<file path="config.mk">
export PLATFORM = sky130hd
export DESIGN_NAME = shift_add_mul
export DESIGN_NICKNAME = d
export VERILOG_FILES = /design/src/rtl/shift_add_mul_pkg.sv /design/src/rtl/shift_add_mul_adder.sv /design/src/rtl/shift_add_mul_ctrl.sv /design/src/rtl/shift_add_mul_dp.sv /design/src/rtl/shift_add_mul.sv
export SDC_FILE = /design/constraint.sdc
export NUM_CORES = 1
export LEC_CHECK = 0
export BUFFER_PORTS_ARGS = -buffer_cell sky130_fd_sc_hd__buf_2
export CAP_MARGIN = 20
export CORE_MARGIN = 2
export CORE_UTILIZATION = 59
export CTS_BUF_LIST = sky130_fd_sc_hd__clkbuf_4 sky130_fd_sc_hd__clkbuf_8 sky130_fd_sc_hd__clkbuf_16
export DETAILED_ROUTE_END_ITERATION = 8
export MAX_ROUTING_LAYER = met4
export PLACE_DENSITY = 0.9
export SYNTH_ARGS = -nofsm -noshare
export SYNTH_HDL_FRONTEND = slang
export SYNTH_HIERARCHICAL = 1
export SYNTH_SLANG_ARGS = --single-unit
</file>
<file path="constraint.sdc">
create_clock -name clk_i -period 6.5 [get_ports clk_i]
set_input_delay 1.3 -clock clk_i [delete_from_list [all_inputs] [get_ports clk_i]]
set_output_delay 1.3 -clock clk_i [all_outputs]
set_load 0.02 [all_outputs]
</file>
<file path="src/rtl/shift_add_mul_pkg.sv">
package shift_add_mul_pkg;
  typedef enum logic [1:0] {
    ST_IDLE = 2'd0,
    ST_RUN  = 2'd1,
    ST_DONE = 2'd2
  } mul_state_e;
endpackage

</file>
<file path="src/rtl/shift_add_mul_adder.sv">
module shift_add_mul_adder #(
  parameter int W = 8
) (
  input  logic [W-1:0] a_i,
  input  logic [W-1:0] b_i,
  output logic [W-1:0] sum_o,
  output logic         carry_o
);
  logic [W:0] c;
  assign c[0] = 1'b0;

  for (genvar i = 0; i < W; i++) begin : g_fa
    assign sum_o[i] = a_i[i] ^ b_i[i] ^ c[i];
    assign c[i+1]   = (a_i[i] & b_i[i]) | (c[i] & (a_i[i] ^ b_i[i]));
  end

  assign carry_o = c[W];
endmodule

</file>
<file path="src/rtl/shift_add_mul_ctrl.sv">
module shift_add_mul_ctrl
  import shift_add_mul_pkg::*;
#(
  parameter int W = 8
) (
  input  logic clk_i,
  input  logic rst_ni,
  input  logic start_i,
  output logic load_o,
  output logic add_o,
  output logic shift_o,
  output logic busy_o,
  output logic done_o
);
  localparam int CW = $clog2(W + 1);
  localparam logic [CW-1:0] LAST_STEP = CW'(W - 1);

  mul_state_e    state_q;
  logic [CW-1:0] step_q;
  logic          phase_q;  // 0: add phase, 1: shift phase
  logic          accept;

  assign accept  = start_i && (state_q != ST_RUN);
  assign load_o  = accept;
  assign add_o   = (state_q == ST_RUN) && !phase_q;
  assign shift_o = (state_q == ST_RUN) && phase_q;
  assign busy_o  = (state_q == ST_RUN);
  assign done_o  = (state_q == ST_DONE);

  always_ff @(posedge clk_i or negedge rst_ni) begin
    if (!rst_ni) begin
      state_q <= ST_IDLE;
      step_q  <= '0;
      phase_q <= 1'b0;
    end else if (accept) begin
      state_q <= ST_RUN;
      step_q  <= '0;
      phase_q <= 1'b0;
    end else if (state_q == ST_RUN) begin
      phase_q <= ~phase_q;
      if (phase_q) begin
        if (step_q == LAST_STEP) state_q <= ST_DONE;
        else                     step_q  <= step_q + 1'b1;
      end
    end
  end
endmodule

</file>
<file path="src/rtl/shift_add_mul_dp.sv">
module shift_add_mul_dp #(
  parameter int W = 8
) (
  input  logic           clk_i,
  input  logic           rst_ni,
  input  logic           load_i,
  input  logic           add_i,
  input  logic           shift_i,
  input  logic [W-1:0]   mcand_i,
  input  logic [W-1:0]   mplier_i,
  output logic [2*W-1:0] product_o
);
  logic [W-1:0] acc_q, mq_q, mcand_q;
  logic         c_q;
  logic [W-1:0] sum;
  logic         cout;

  shift_add_mul_adder #(.W(W)) u_add (
    .a_i    (acc_q),
    .b_i    (mcand_q),
    .sum_o  (sum),
    .carry_o(cout)
  );

  always_ff @(posedge clk_i or negedge rst_ni) begin
    if (!rst_ni) begin
      acc_q   <= '0;
      mq_q    <= '0;
      mcand_q <= '0;
      c_q     <= 1'b0;
    end else if (load_i) begin
      acc_q   <= '0;
      mq_q    <= mplier_i;
      mcand_q <= mcand_i;
      c_q     <= 1'b0;
    end else if (add_i) begin
      if (mq_q[0]) begin
        acc_q <= sum;
        c_q   <= cout;
      end
    end else if (shift_i) begin
      // {C, A, Q} >> 1; carry used once then cleared
      acc_q <= {c_q, acc_q[W-1:1]};
      mq_q  <= {acc_q[0], mq_q[W-1:1]};
      c_q   <= 1'b0;
    end
  end

  assign product_o = {acc_q, mq_q};
endmodule

</file>
<file path="src/rtl/shift_add_mul.sv">
module shift_add_mul #(
  parameter int W = 8
) (
  input  logic           clk_i,
  input  logic           rst_ni,
  input  logic           start_i,
  input  logic [W-1:0]   multiplicand_i,
  input  logic [W-1:0]   multiplier_i,
  output logic           busy_o,
  output logic           done_o,
  output logic [2*W-1:0] product_o
);
  logic load, add, shift;

  shift_add_mul_ctrl #(.W(W)) u_ctrl (
    .clk_i  (clk_i),
    .rst_ni (rst_ni),
    .start_i(start_i),
    .load_o (load),
    .add_o  (add),
    .shift_o(shift),
    .busy_o (busy_o),
    .done_o (done_o)
  );

  shift_add_mul_dp #(.W(W)) u_dp (
    .clk_i    (clk_i),
    .rst_ni   (rst_ni),
    .load_i   (load),
    .add_i    (add),
    .shift_i  (shift),
    .mcand_i  (multiplicand_i),
    .mplier_i (multiplier_i),
    .product_o(product_o)
  );
endmodule

</file>
==> impl_metrics.json, run 1 <==
{
  "vias": 1422,
  "use_met3": 0.04555,
  "pin_count": 37,
  "rsz0062_at_grt": "no",
  "fp-row-count": 21,
  "max_freq_ghz": 0.2675,
  "drtIter0Drc": 99,
  "finish.utilization": 0.6712,
  "synthCells": 163,
  "tightest_slew_ps": 1057,
  "drc_errors": 0,
  "yosysWarnings": 6,
  "grt_use_met2": 0.3601,
  "num-nets-final": 221,
  "worst_clock_skew_ps": 4.011,
  "finalSetupTns_ps": 0,
  "layout_setup_ws_ps": 2762,
  "grt_pass1_wl_mm": 5.947,
  "grt_pass1_vias": 1339,
  "insertedDiodeCount": 0,
  "fin_crit_sh": 0.5751,
  "ant_nets": 0,
  "cts.sinks": 32,
  "grt_overflow_total": 0,
  "syn_area_per_cell_um2": 12.20,
  "hold_path.class": "flip-flop to flip-flop",
  "postCtsHoldBufs": 0,
  "maxSlewViolCount": 0,
  "layout-drive-gt1-share": 0.3402,
  "place_worst_setup_slack_ps": 2767,
  "dieArea_mm2": 0.003852,
  "clkTransAtPathRegs_ps": 100,
  "worst_setup_path_end_kind": "flip-flop",
  "worst-endpoint-required_ps": 6740,
  "r2r_slack_ps": 2760,
  "syn_to_final_growth_pct": 10.82,
  "io_buffers": 36,
  "numCtsBuffers": 5,
  "wire_per_inst_um": 16.53,
  "die_y_um": 62.07,
  "grt_max_degree": 62,
  "synth-seq-cells": 32,
  "setup_viol": 0,
  "syn_area_mm2": 0.001989,
  "layout_commonest_cell": "buf_2",
  "cts-htree-levels": 2,
  "peakVddDrop_mv": 0.2368,
  "n_fill_cell": 276,
  "clk_latency_ps": 330,
  "fin_worst_hold_slack_ps": 501.5,
  "p_per_area_mw_per_mm2": 493.5,
  "most-common-layout-cells": "buf_2, dfrtp_1, inv_1",
  "worstRegToRegCells": 14,
  "cts_setup_buffers": 0,
  "period_minus_slack_ps": 3738,
  "busiest_layer": "met2",
  "total_leakage_power_nw": 1.021,
  "start_kind": "flip-flop",
  "crit_fanout": 4,
  "via_per_inst": 5.925,
  "yosysUniqueCellTypes": 32,
  "yosysSeqAreaShare": 0.4025,
  "worstHoldEndpoint": "u_ctrl/step_q[3]",
  "cts_buffer_depth": 2,
  "hold_viol_final": 0,
  "grtUsageTotal": 0.2273,
  "status": "finished clean",
  "coreArea_mm2": 0.003284,
  "worstReg2RegEnd": "u_dp/acc_q[7]",
  "dieWidth_um": 62.07,
  "finalWirelength_mm": 3.968,
  "met1_usage": 0.2704,
  "post_cts_resized": 0,
  "synth.area.top_cells": "dfrtp_1, fa_1, o311ai_2, and4bb_1, mux2_2",
  "regToRegStartpoint": "u_dp/acc_q[0]",
  "dr.pass1.iters": 4,
  "initial_core_util": 0.6057,
  "maxSlewHeadroom": 0.2938,
  "worstPathArrival_ps": 3980,
  "max_cap_viol_count": 0,
  "synth_nets": 191,
  "hold_path_depth": 1,
  "yosysTopAreaCell": "dfrtp_1",
  "tritoncts": "done",
  "cts_root_buf": "clkbuf_4",
  "critPathKind": "flip-flop to flip-flop",
  "synth_top_area_frac": 0.4025,
  "antenna_found_initial": 0,
  "post-dp-hpwl_mm": 2.709,
  "worstHoldStart": "u_ctrl/step_q[3]",
  "place_congestion": 0.8191
}
-- state kept, by name, indices dropped and copies added (netlist names) --
name,flops
u_dp/c_q,1
u_ctrl/state_q,2
u_ctrl/phase_q,1
u_dp/mcand_q,8
u_ctrl/step_q,4
u_dp/mq_q,8
u_dp/acc_q,8
-- final cells by class --
class,instances,area (um^2),area share
clock buffers,8,66.31,0.03008
inverters,14,52.55,0.02384
multi-input cells,102,1020,0.4625
flip-flops and latches,32,800.8,0.3632
well taps,46,57.56,0.02611
repair buffers,38,207.7,0.09421
-- per-layer routing --
layer	vias up	routed length, um	part of all wire
met4	0	74	0.019
met5	-	0	0
met1	716	1639	0.41
li1	658	-	-
met2	38	2067	0.52
met3	10	187	0.047
-- through the flow --
step	instance area, um^2	power, mW	instances
6_report	2205	1.088	240
5_1_grt	2205	1.176	240
4_1_cts	2185	1.087	239
3_5_place_dp	2118	0.9571	231
3_3_place_gp	2118	0.9134	231
2_1_floorplan	1989	0.8554	163
-- worst max-delay path, stage by stage, from the launching register on --
cell	delay, ps
dfrtp_1	420
ha_1	210
inv_1	70
fa_1	180
inv_1	60
fa_1	370
fa_1	390
fa_1	390
fa_1	390
fa_1	370
inv_1	90
fa_1	420
inv_1	70
nand4b_1	110
o311ai_2	90
-- logic make-up after synthesis --
logic type,share of synthesized area
mux,0.05032
flops,0.4025
buf+inv,0.08867
compound gates,0.1384
simple gates,0.2371
fa+ha+maj,0.08301
-- worst max-delay path by stage --
stage / start / to / depth (start not counted)
after floorplan: u_dp/acc_q[0] / u_dp/acc_q[7] / 14
after global placement: u_dp/acc_q[0] / u_dp/acc_q[7] / 14
after detailed placement: u_dp/acc_q[0] / u_dp/acc_q[7] / 14
after CTS: u_dp/acc_q[0] / u_dp/acc_q[7] / 14
after global routing: u_dp/acc_q[0] / u_dp/acc_q[7] / 14
final: u_dp/acc_q[0] / u_dp/acc_q[7] / 14
-- synth_stat cells --
cell type	n
inv_2	1
and4_1	1
buf_8	1
o311ai_2	8
nor3_1	2
buf_4	1
o21ai_1	1
buf_2	6
inv_1	13
nand3b_1	2
mux2_2	8
or3_1	1
nor2_1	3
nand4bb_1	8
nand3_1	2
and4bb_1	8
a221o_1	8
buf_6	6
a22o_1	1
and3b_1	1
and2_2	1
nand2b_1	10
nor2b_1	10
fa_1	7
nand4b_1	9
dfrtp_1	32
a21oi_1	4
ha_1	2
clkbuf_1	1
o41ai_2	1
mux2i_1	1
o21ai_0	3
-- where the power goes --
group	switching (mW)	internal, mW
sequential	0.0773	0.286
combinational	0.328	0.268
clock	0.0667	0.0617
total	0.472	0.616
No activity file was read; power rests on OpenSTA's default activity.
==> inputs of run 2 (changes only) <==
--- a/config.mk
+++ b/config.mk
@@ -8,11 +8,11 @@
 export BUFFER_PORTS_ARGS = -buffer_cell sky130_fd_sc_hd__buf_2
 export CAP_MARGIN = 20
 export CORE_MARGIN = 2
-export CORE_UTILIZATION = 59
+export CORE_UTILIZATION = 55
 export CTS_BUF_LIST = sky130_fd_sc_hd__clkbuf_4 sky130_fd_sc_hd__clkbuf_8 sky130_fd_sc_hd__clkbuf_16
 export DETAILED_ROUTE_END_ITERATION = 8
 export MAX_ROUTING_LAYER = met4
-export PLACE_DENSITY = 0.9
+export PLACE_DENSITY = 0.85
 export SYNTH_ARGS = -nofsm -noshare
 export SYNTH_HDL_FRONTEND = slang
 export SYNTH_HIERARCHICAL = 1
==> constraint.sdc (replaced) <==
create_clock -name clk_i -period 3.6 [get_ports clk_i]
set_input_delay 0.72 -clock clk_i [delete_from_list [all_inputs] [get_ports clk_i]]
set_output_delay 0.72 -clock clk_i [all_outputs]
set_load 0.02 [all_outputs]
==> impl_metrics.json, run 2 (same netlist as run 1, synthesis figures left out) <==
{
  "wire_per_inst_um": 16.74,
  "num-nets-final": 222,
  "drc_errors": 0,
  "vias": 1421,
  "numCtsBuffers": 5,
  "cts_setup_buffers": 0,
  "total_power_mw": 1.937,
  "cts-htree-levels": 2,
  "antenna_found_initial": 0,
  "max_cap_viol_count": 0,
  "power.share.switching": 0.4422,
  "multiInputGateArea_mm2": 0.001032,
  "place_worst_setup_slack_ps": -47.45,
  "place_congestion": 0.7898,
  "seq_area_um2": 800.8,
  "worst_clock_skew_ps": 16.16,
  "seq_power_share": 0.341,
  "p_per_area_mw_per_mm2": 882.3,
  "worst-endpoint-required_ps": 3850,
  "placed_cells": 233,
  "grt_overflow_total": 0,
  "postCtsHoldBufs": 0,
  "tritoncts": "done",
  "worstPathArrival_ps": 3760,
  "tightest_slew_ps": 1080,
  "ant_nets": 0,
  "dieArea_mm2": 0.004114,
  "drtIter0Drc": 98,
  "stdcell_count": 240,
  "grt_pass1_vias": 1445,
  "layout_commonest_cell": "buf_2",
  "layout_setup_ws_ps": 90.98,
  "critPathKind": "flip-flop to flip-flop",
  "cts_buffer_depth": 2,
  "fin_crit_sh": 0.9747,
  "total_leakage_power_nw": 1.007,
  "fp-row-count": 21,
  "grt_max_degree": 36,
  "setup_viol": 0,
  "peakVddDrop_mv": 0.4411,
  "pin_count": 37,
  "syn_to_final_growth_pct": 10.38,
  "fin_worst_hold_slack_ps": 420.9,
  "hold_path.class": "input pin to asynchronous set/reset pin",
  "post-dp-hpwl_mm": 2.649,
  "period_minus_slack_ps": 3509,
  "cts.sinks": 32,
  "maxSlewHeadroom": 0.2788,
  "die_y_um": 64.14,
  "cts_root_buf": "clkbuf_4",
  "grt_pass1_wl_mm": 6.699,
  "hold_viol_final": 0,
  "clockPowerShare": 0.102,
  "initial_core_util": 0.5824,
  "dr.pass1.iters": 4,
  "grtUsageTotal": 0.2202,
  "status": "finished clean",
  "finalWirelength_mm": 4.017,
  "coreArea_mm2": 0.003416,
  "worstRegToRegCells": 14,
  "crit_fanout": 2,
  "clk_latency_ps": 340,
  "worst_setup_path_end_kind": "flip-flop",
  "largest_registers": "u_dp/acc_q: 8 flops, u_dp/mcand_q: 8 flops, u_dp/mq_q: 8 flops",
  "most-common-layout-cells": "buf_2, dfrtp_1, inv_1",
  "layout-drive-gt1-share": 0.3660,
  "p_int_mw": 1.081,
  "max_freq_ghz": 0.2850,
  "pwr-share-comb": 0.557,
  "dieWidth_um": 64.14,
  "insertedDiodeCount": 0,
  "clkTransAtPathRegs_ps": 100,
  "start_kind": "flip-flop",
  "finalSetupTns_ps": 0,
  "power.switching_mw": 0.8566,
  "io_buffers": 36,
  "via_per_inst": 5.921,
  "rsz0062_at_grt": "no",
  "maxSlewViolCount": 0,
  "n_fill_cell": 298
}
## run 2: cell types whose count changed in the layout (fill, tap and decap cells not counted), sizes merged
cell    before  now
buf         38   39
clkinv       0    1
clkbuf       8    6
## run 2: final timing paths
path                                  start                 to  slack (ps)
setup / recovery              u_dp/acc_q[0]      u_dp/acc_q[7]          90
hold / removal                       rst_ni       u_dp/mq_q[1]         420
setup reg to reg              u_dp/acc_q[0]      u_dp/acc_q[7]          90
hold reg to reg            u_ctrl/step_q[3]   u_ctrl/step_q[3]         520
max in group asynchronous            rst_ni  u_ctrl/state_q[1]        2710
min in group clk_i         u_ctrl/step_q[3]   u_ctrl/step_q[3]         520
## run 2: power groups by stage
stage / logic [mW] / registers [mW] / clock network, mW
CTS: 1.07 / 0.659 / 0.204
detailed placement: 1.06 / 0.665 / 0
finish: 1.08 / 0.660 / 0.198
global placement: 1.02 / 0.650 / 0
global route: 1.18 / 0.682 / 0.224
floorplan: 0.842 / 0.702 / 0
## run 2: worst max-delay path, cell delays in order, from the launching register on
cell	delay, ps
dfrtp_1	420
ha_2	200
inv_1	60
fa_1	180
inv_1	70
fa_2	330
fa_2	350
fa_2	350
fa_2	340
fa_1	360
inv_1	80
fa_1	400
inv_1	60
nand4b_1	120
o311ai_2	90
## run 2: final cells by class
class	instances	area share
clock buffer	6	0.02051
tap	46	0.02621
inverter	14	0.02393
sequential	32	0.3647
multi-input combinational	102	0.4701
timing repair buffer	39	0.09231
clock inverter	1	0.002279
## run 2: per-layer routing
layer,track usage,vias to the layer above,wire [um]
met2,0.3581,46,2107
li1,-,658,-
met3,0.06866,4,221
met4,0.08245,0,55
met1,0.2572,713,1631
met5,-,-,0
## run 2: stage by stage
step,instance area [um^2],utilization
after floorplan,1989,-
after global placement,2133,0.6245
after detailed placement,2133,0.6245
after CTS,2188,0.6407
after global routing,2196,0.6429
final,2196,0.6429
## run 2: timing repair
item	CTS	global route
setup endpoints to repair	1	1
resized for setup	2	3
cloned	0	0
pin swaps	0	0
